[config.mk]
export PLATFORM = sky130hd
export DESIGN_NAME = qpc_counter
export DESIGN_NICKNAME = d
export VERILOG_FILES = /design/src/rtl/qpc_pkg.sv /design/src/rtl/qpc_rst_sync.sv /design/src/rtl/qpc_line_sync.sv /design/src/rtl/qpc_decoder.sv /design/src/rtl/qpc_count_core.sv /design/src/rtl/qpc_counter.sv
export SDC_FILE = /design/constraint.sdc
export NUM_CORES = 1
export LEC_CHECK = 0
export BUFFER_PORTS_ARGS = -buffer_cell sky130_fd_sc_hd__buf_2
export CAP_MARGIN = 10
export CORE_UTILIZATION = 40
export DETAILED_ROUTE_END_ITERATION = 7
export GPL_TIMING_DRIVEN = 0
export PLACE_DENSITY = 0.69
export SYNTH_ARGS = -nofsm -noshare
export SYNTH_HDL_FRONTEND = slang
export SYNTH_SLANG_ARGS = --single-unit
[constraint.sdc]
create_clock -name clk -period 3.4 [get_ports clk]
set_input_delay 0.34 -clock clk [delete_from_list [all_inputs] [get_ports clk]]
set_output_delay 0.34 -clock clk [all_outputs]
set_load 0.05 [all_outputs]
[src/rtl/qpc_pkg.sv]
package qpc_pkg;
  localparam int unsigned CNT_W = 32;

  typedef enum logic [1:0] {
    MODE_QUAD = 2'd0,
    MODE_UPDN = 2'd1,
    MODE_PDIR = 2'd2,
    MODE_INC  = 2'd3
  } pmode_e;

  typedef struct packed {
    logic up;
    logic dn;
  } step_t;
endpackage

[src/rtl/qpc_rst_sync.sv]
module qpc_rst_sync #(
  parameter int unsigned STAGES = 2
) (
  input  logic clk,
  input  logic rst_n,
  output logic rst_sn
);
  logic [STAGES-1:0] sh_q;
  logic [STAGES-1:0] sh_d;

  always_comb begin
    sh_d = {sh_q[STAGES-2:0], 1'b1};
  end

  always_ff @(posedge clk or negedge rst_n) begin
    if (!rst_n) sh_q <= '0;
    else        sh_q <= sh_d;
  end

  assign rst_sn = sh_q[STAGES-1];
endmodule

[src/rtl/qpc_line_sync.sv]
module qpc_line_sync #(
  parameter int unsigned NLINES = 3,
  parameter int unsigned STAGES = 2
) (
  input  logic              clk,
  input  logic              rst_sn,
  input  logic [NLINES-1:0] din,
  output logic [NLINES-1:0] lvl,
  output logic [NLINES-1:0] prv
);
  localparam int unsigned DEPTH = STAGES + 1;

  for (genvar i = 0; i < NLINES; i++) begin : g_line
    logic [DEPTH-1:0] pipe_q;
    logic [DEPTH-1:0] pipe_d;

    always_comb begin
      pipe_d = {pipe_q[DEPTH-2:0], din[i]};
    end

    always_ff @(posedge clk or negedge rst_sn) begin
      if (!rst_sn) pipe_q <= '0;
      else         pipe_q <= pipe_d;
    end

    assign lvl[i] = pipe_q[STAGES-1];
    assign prv[i] = pipe_q[STAGES];
  end
endmodule

[src/rtl/qpc_decoder.sv]
module qpc_decoder
  import qpc_pkg::*;
(
  input  pmode_e mode,
  input  logic   a_lvl,
  input  logic   a_prv,
  input  logic   b_lvl,
  input  logic   b_prv,
  output step_t  step
);
  logic a_chg, b_chg, a_rise, b_rise;

  always_comb begin
    a_chg  = a_lvl ^ a_prv;
    b_chg  = b_lvl ^ b_prv;
    a_rise = a_lvl & ~a_prv;
    b_rise = b_lvl & ~b_prv;
    step   = '0;
    unique case (mode)
      MODE_QUAD: begin
        if (a_chg ^ b_chg) begin
          if (a_chg) begin
            step.up = (a_lvl != b_lvl);
            step.dn = (a_lvl == b_lvl);
          end else begin
            step.up = (a_lvl == b_lvl);
            step.dn = (a_lvl != b_lvl);
          end
        end
      end
      MODE_UPDN: begin
        step.up = a_rise & ~b_rise;
        step.dn = b_rise & ~a_rise;
      end
      MODE_PDIR: begin
        step.up = a_rise & ~b_lvl;
        step.dn = a_rise &  b_lvl;
      end
      default: begin
        step.up = a_rise;
      end
    endcase
  end
endmodule

[src/rtl/qpc_count_core.sv]
module qpc_count_core
  import qpc_pkg::*;
#(
  parameter int unsigned CW = CNT_W
) (
  input  logic          clk,
  input  logic          rst_sn,
  input  step_t         step,
  input  logic          z_rise,
  input  logic          z_clr_en,
  input  logic          sw_clr,
  input  logic          ring_en,
  input  logic [CW-1:0] ring_max,
  input  logic [CW-1:0] target,
  output logic [CW-1:0] count,
  output logic          ovf,
  output logic          unf,
  output logic          hit
);
  localparam logic [CW-1:0] LIN_MAX = {1'b0, {(CW-1){1'b1}}};
  localparam logic [CW-1:0] LIN_MIN = {1'b1, {(CW-1){1'b0}}};
  localparam logic [CW-1:0] ONE     = {{(CW-1){1'b0}}, 1'b1};

  logic [CW-1:0] cnt_q, cnt_d;
  logic          ovf_q, ovf_d, unf_q, unf_d, hit_q, hit_d;
  logic          cnt_en, flg_en;

  always_comb begin
    cnt_d = cnt_q;
    ovf_d = ovf_q;
    unf_d = unf_q;
    if (sw_clr) begin
      cnt_d = '0;
      ovf_d = 1'b0;
      unf_d = 1'b0;
    end else if (z_rise && z_clr_en) begin
      cnt_d = '0;
    end else if (step.up) begin
      if (ring_en)               cnt_d = (cnt_q >= ring_max) ? '0 : cnt_q + ONE;
      else if (cnt_q == LIN_MAX) ovf_d = 1'b1;
      else                       cnt_d = cnt_q + ONE;
    end else if (step.dn) begin
      if (ring_en)               cnt_d = (cnt_q == '0) ? ring_max : cnt_q - ONE;
      else if (cnt_q == LIN_MIN) unf_d = 1'b1;
      else                       cnt_d = cnt_q - ONE;
    end
    cnt_en = (cnt_d != cnt_q);
    flg_en = (ovf_d != ovf_q) || (unf_d != unf_q);
    hit_d  = cnt_en && (cnt_d == target);
  end

  always_ff @(posedge clk or negedge rst_sn) begin
    if (!rst_sn) begin
      cnt_q <= '0;
    end else if (cnt_en) begin
      cnt_q <= cnt_d;
    end
  end

  always_ff @(posedge clk or negedge rst_sn) begin
    if (!rst_sn) begin
      ovf_q <= 1'b0;
      unf_q <= 1'b0;
    end else if (flg_en) begin
      ovf_q <= ovf_d;
      unf_q <= unf_d;
    end
  end

  always_ff @(posedge clk or negedge rst_sn) begin
    if (!rst_sn) hit_q <= 1'b0;
    else         hit_q <= hit_d;
  end

  assign count = cnt_q;
  assign ovf   = ovf_q;
  assign unf   = unf_q;
  assign hit   = hit_q;
endmodule

[src/rtl/qpc_counter.sv]
module qpc_counter
  import qpc_pkg::*;
#(
  parameter int unsigned CW       = CNT_W,
  parameter int unsigned SYNC_STG = 2
) (
  input  logic          clk,
  input  logic          rst_n,
  input  logic          line_a,
  input  logic          line_b,
  input  logic          line_z,
  input  logic [1:0]    mode,
  input  logic          ring_en,
  input  logic          z_clr_en,
  input  logic          sw_clr,
  input  logic [CW-1:0] ring_max,
  input  logic [CW-1:0] target,
  output logic [CW-1:0] count,
  output logic          ovf,
  output logic          unf,
  output logic          hit
);
  localparam int unsigned NLINES = 3;
  localparam int unsigned IA = 0;
  localparam int unsigned IB = 1;
  localparam int unsigned IZ = 2;

  logic              rst_sn;
  logic [NLINES-1:0] lvl, prv;
  logic              z_rise;
  step_t             step;

  qpc_rst_sync #(.STAGES(2)) u_rst (
    .clk    (clk),
    .rst_n  (rst_n),
    .rst_sn (rst_sn)
  );

  qpc_line_sync #(.NLINES(NLINES), .STAGES(SYNC_STG)) u_sync (
    .clk    (clk),
    .rst_sn (rst_sn),
    .din    ({line_z, line_b, line_a}),
    .lvl    (lvl),
    .prv    (prv)
  );

  assign z_rise = lvl[IZ] & ~prv[IZ];

  qpc_decoder u_dec (
    .mode  (pmode_e'(mode)),
    .a_lvl (lvl[IA]),
    .a_prv (prv[IA]),
    .b_lvl (lvl[IB]),
    .b_prv (prv[IB]),
    .step  (step)
  );

  qpc_count_core #(.CW(CW)) u_core (
    .clk      (clk),
    .rst_sn   (rst_sn),
    .step     (step),
    .z_rise   (z_rise),
    .z_clr_en (z_clr_en),
    .sw_clr   (sw_clr),
    .ring_en  (ring_en),
    .ring_max (ring_max),
    .target   (target),
    .count    (count),
    .ovf      (ovf),
    .unf      (unf),
    .hit      (hit)
  );
endmodule

Word-level counts from Yosys, hierarchy flattened
Index checks and enable logic that the tools add are counted.

Register bits after elaboration: 46. Input port bits: 74. Output and inout bits: 35.

Reductions and logical operators: 5. Bitwise operators: 16. Order comparisons: 1. Multiplexer cells: 25. Eq/ne operators: 10. Add/sub/neg operators: 2.

Operators by type and width (count): 32-bit 2-to-1 mux (10); 32-bit by 1-bit adder with 32-bit output (second input constant) (1); 32-bit by 31-bit == test with 1-bit output (second input constant) (1); 32-bit == test (1); 32-bit == test (second input constant) (1); 32-bit greater-or-equal comparator (1); 32-bit zero test (1); 32-bit inequality test (1); 32-bit by 1-bit subtractor with 32-bit output (second input constant) (1); 1-bit 2-to-1 mux (11); 1-bit AND (7); 1-bit inverter (6); 1-bit case mux with 3 select lines (2); 2-bit 2-to-1 mux (2); 1-bit inequality test (3); 1-bit XOR (3); 2-bit by 1-bit == test with 1-bit output (second input constant) (1); 2-bit == test (second input constant) (1); 1-bit logical AND (2); 2-bit zero test (1); 1-bit == test (1); 1-bit logical OR (1).

Longest topological paths before layout
Depth in word-level cells: 11. Depth in mapped cells: 15. Gate-level depth less buffers: 12.

Cells and area by module
Synthesis repeated with hierarchy kept, for this count alone.

Cells, all modules: 976. Area total of the unflattened synthesis: 7048.0 um2.

Modules (own cells, without submodules): qpc_count_core (cells each 934, sequential area each 875.8 um2, area each 6516.2 um2, instances 1); qpc_line_sync (cells each 15, sequential area each 225.2 um2, area each 270.3 um2, instances 1); qpc_decoder (cells each 23, sequential area each 0.0 um2, area each 193.9 um2, instances 1); qpc_rst_sync (cells each 3, sequential area each 50.0 um2, area each 53.8 um2, instances 1); qpc_counter (cells each 1, sequential area each 0.0 um2, area each 13.8 um2, instances 1).

Least setup slack after synthesis
No wires, ideal clock.

Path type: register to register. Start: register u_core.cnt_q[0] (netlist: u_core.count[0]). End: register u_core.hit_q (netlist: u_core.hit). Cell stages (with the launch flop): 15. Path buffers: 2. Data required time: 3.306 ns. Setup slack: -0.543 ns. Clock period less this slack: 3.943 ns. Data arrival time: 3.849 ns. Cell sequence: dfrtp_1 > clkbuf_1 > inv_1 > ha_1 > or3b_2 > nor3_1 > nand3_1 > clkbuf_1 > nand3_1 > a211oi_1 > a21o_1 > or3_1 > a2111oi_2 > nand4_1 > a211oi_1.

Longest elaborated chain between the ends: 9. Elaborated cells on any way between the ends: 19. Classes of those cells: add/sub (2); order compare (1); eq/ne (4); mux (10); reduce/logical (2).

RTL lines: start: declaration (line qpc_count_core.sv:24) `logic [CW-1:0] cnt_q, cnt_d;`; start signal: assignment (line qpc_count_core.sv:56) `cnt_q <= cnt_d;`; 32-bit by 1-bit subtractor with 32-bit output, or another cell as far along (line qpc_count_core.sv:43, qpc_count_core.sv:45); 32-bit 2-to-1 mux, on equally long branches (line qpc_count_core.sv:44, qpc_count_core.sv:43); 32-bit 2-to-1 mux (line qpc_count_core.sv:43) `if (ring_en) cnt_d = (cnt_q == '0) ? ring_max : cnt_q - ONE;`; 32-bit 2-to-1 mux (line qpc_count_core.sv:42) `end else if (step.dn) begin`; 32-bit 2-to-1 mux (line qpc_count_core.sv:38) `end else if (step.up) begin`; 32-bit 2-to-1 mux (line qpc_count_core.sv:36) `end else if (z_rise && z_clr_en) begin`; 32-bit 2-to-1 mux (line qpc_count_core.sv:32) `if (sw_clr) begin`; 32-bit inequality test or 32-bit == test (tied branches) (line qpc_count_core.sv:47, qpc_count_core.sv:49); 1-bit logical AND (*) (line qpc_count_core.sv:49) `hit_d = cnt_en && (cnt_d == target);`; named net u_core.hit_d (line qpc_count_core.sv:25) `logic ovf_q, ovf_d, unf_q, unf_d, hit_q, hit_d;`; end signal: assignment (line qpc_count_core.sv:72) `else hit_q <= hit_d;`; end: declaration (line qpc_count_core.sv:25).

The timed path passes the listed nets; every way through them passes the cells marked *. A chain may end at the register's enable or synchronous reset.

Final worst setup path
Start: register u_core.cnt_q[12] (netlist: u_core.count[12]). End: register u_core.hit_q (netlist: u_core.hit).

Same word-level chain as after synthesis.

==> out/metrics.csv <==
metric,value,unit
run_status,"complete, but fails checks",
violations,setup timing,
criticalPathCategory,flop to flop,
core.rowCount,46,
syn_area,0.00652,sq mm
reg2reg_from,u_core.count[12],
clkLatencyLatePin,310,ps
wl_per_cell,29.5,um
worstMarginPinSlew,1060,ps
synth_edf_count,0,
crit_path_start_kind,flop,
nets,1168,
r2r_slack,-570,ps
yosysMostFrequentCell,nor2_1,
path_max_fanout,10,
routed_via_density,6.98,
die_w,130,um
ios,109,
postSynthAreaPerCell,7.32,sq um
finalMaxSlewViolations,0,
clk_path_buf_depth,2,
synthAdderAreaFrac,0.0768,
multi_input_area,0.00577,sq mm
core_area,0.0159,sq mm
setup_viol,1,
min_from,line_b,
crit_path_end_kind,flop,
cts_tree,built,
min_to,u_sync.g_line[1].pipe_q[0],
finalPower,4.12,mW
ys_seq_area_frac,0.177,
clk_pin_slew,70,ps
cts.htree.levels,2,
synthSimpleGateAreaFrac,0.305,
cts_buffers,5,
start_util,0.410,
synth_cells,890,
dr.first_iter.drc_count,1287,
syn_nets,1004,
postRouteAntennaNets,0,
grt_pass1_wl,53300,um
synthTopCellsByCount,"nor2_1, inv_1, clkbuf_1, a21oi_1, dfrtp_1",
worst_ep_arrival_time,4160,ps
grt_max_degree,25,
hold_violations,0,
grt_remaining_overflow,0,
required,3590,ps
drt_first_pass_iters,6,
diodes,0,
ys_warn_count,0,
area_growth,38.9,%
worstHoldPathCells,1,
dieHeight,130,um
synth_largest_area_cell,dfrtp_1,
synthFlopType,dfrtp_1,
slew-limit-headroom,0.293,
vias,8866,
drive_gt1_frac,0.360,
grt_pass1_vias,8049,
synthMuxAreaShare,0.0267,
wirelength,37500,um
power.static_leakage,3.84,nW
r2r-end,u_core.hit,
maxCapViolCount,0,
ys_types,81,
grt_use_total,0.449,
synth_compound_gate_area_share,0.272,
io_buffer_count,108,
cts.sinks,46,
register_area,0.00118,sq mm
place.gp.congestion,1.04,
fillers,1522,
rsz0062_at_grt,yes,
drcViolationCount,0,
yosys.area.top_type_share,0.177,
root_buffer,clkbuf_16,
synth_top_family_by_area,simple AND/OR/NAND/NOR gates,
tns,-568,ps
hold_path.class,primary input to flop,
fin_ws,-568,ps
synth_async_sr_flop_share,1.00,
period_needed,3970,ps
fmax,0.252,GHz
finalClockSkew,7.68,ps
synth_xor_area_frac,0.0632,
ys_ff_latch,46,
irDropWorstVdd,0.258,mV
fin_crit_sh,1.17,
dieArea,0.0168,sq mm
synth_area_leaders,"dfrtp_1, ha_1, nor2_1, xnor2_1, inv_1",
power.density,455,mW/mm^2
detailed_place_hpwl,28400,um
antenna_found_initial,0,
ff2ff_path_depth,12,
[routing by layer]
layer / global-route usage / part of all wire / vias up / wire length (um)
li1: - / - / 3747 / -
met4: 0.247 / 0.063 / 0 / 2350
met2: 0.681 / 0.43 / 711 / 16000
met1: 0.581 / 0.39 / 4241 / 14500
met3: 0.115 / 0.12 / 167 / 4640
met5: 0 / 0 / - / 0
[final cells by class]
class | instances | share of cell area
Buffer | 63 | 0.0463
Clock buffer | 5 | 0.0138
Clock inverter | 3 | 0.00760
Inverter | 64 | 0.0265
Multi-Input combinational cell | 712 | 0.638
Sequential cell | 46 | 0.131
Tap cell | 216 | 0.0299
Timing Repair Buffer | 162 | 0.108
[report_power, final]
part	internal [mW]	switching, mW
Combinational	0.967	1.77
Sequential	0.602	0.0897
Clock	0.424	0.260
[critical path, cell delays in order (launching register included)]
cell and delay (ps):
dfrtp_2 440, clkbuf_4 270, nand4_1 150, or4_4 670
nor3_4 310, buf_4 260, nor4_1 100, xnor2_1 500
o22ai_1 210, xor2_1 220, a2111oi_0 330, and3_2 290
a211oi_2 80
[cells in the final DEF (no fill, tap or decap), types with 16 or more instances in the layout]
cell / synthesis / routed
buf_4: 0 / 55
a31oi_1: 20 / 17
dfrtp_1: 46 / 20
clkbuf_1: 56 / 19
dfrtp_2: 0 / 26
nand3_1: 40 / 33
nor2_1: 67 / 63
inv_1: 64 / 62
nor3_1: 31 / 20
nand4_1: 33 / 33
o21ai_0: 39 / 36
a21oi_1: 47 / 42
ha_1: 40 / 38
xor2_1: 19 / 19
xnor2_1: 28 / 28
nand2_1: 43 / 39
buf_2: 11 / 113
clkbuf_2: 0 / 16
o211ai_1: 16 / 16
[state kept, by name, indices dropped and copies added, names as in the netlist]
signal	flops
u_core.ovf	1
u_core.count	32
u_sync.g_line.pipe_q	9
u_core.hit	1
u_core.unf	1
u_rst.sh_q	2
[kinds of logic after synthesis]
family / Yosys count
simple gates: 353
mux: 17
fa+ha+maj: 40
buf+inv: 132
other cells: 1
flops: 46
compound gates: 254
xor+xnor: 47
[what timing repair did]
action | 4_1_cts | 5_1_grt
hold buffers | 1 | 0
endpoints found under the setup margin | 29 | 1
pin swaps | 35 | 17
resized for setup | 148 | 41
buffers inserted | 40 | 11
endpoints found under the hold margin | 2 | 0
[per-stage QoR]
stage	area [sq um]	worst slack, ps	hold WS [ps]	utilization	instances
finish	9050	-568	128	0.570	1271
global route	9050	-544	128	0.570	1271
CTS	8820	-399	126	0.555	1260
detailed placement	7600	-1730	127	0.479	1216
global placement	7570	-1740	126	0.476	1214
floorplan	6760	-26.4	44.4	-	890
[worst max-delay path by stage]
stage	slack, ps	to	startpoint
5_1_grt	-540	u_core.hit	u_core.count[2]
2_1_floorplan	-30	u_core.hit	u_core.count[10]
3_5_place_dp	-1730	u_core.hit	ring_max[30]
3_3_place_gp	-1740	u_core.hit	ring_max[21]
4_1_cts	-400	u_core.hit	u_core.count[14]
6_report	-570	u_core.hit	u_core.count[12]
(Power assumes the default switching activity.)
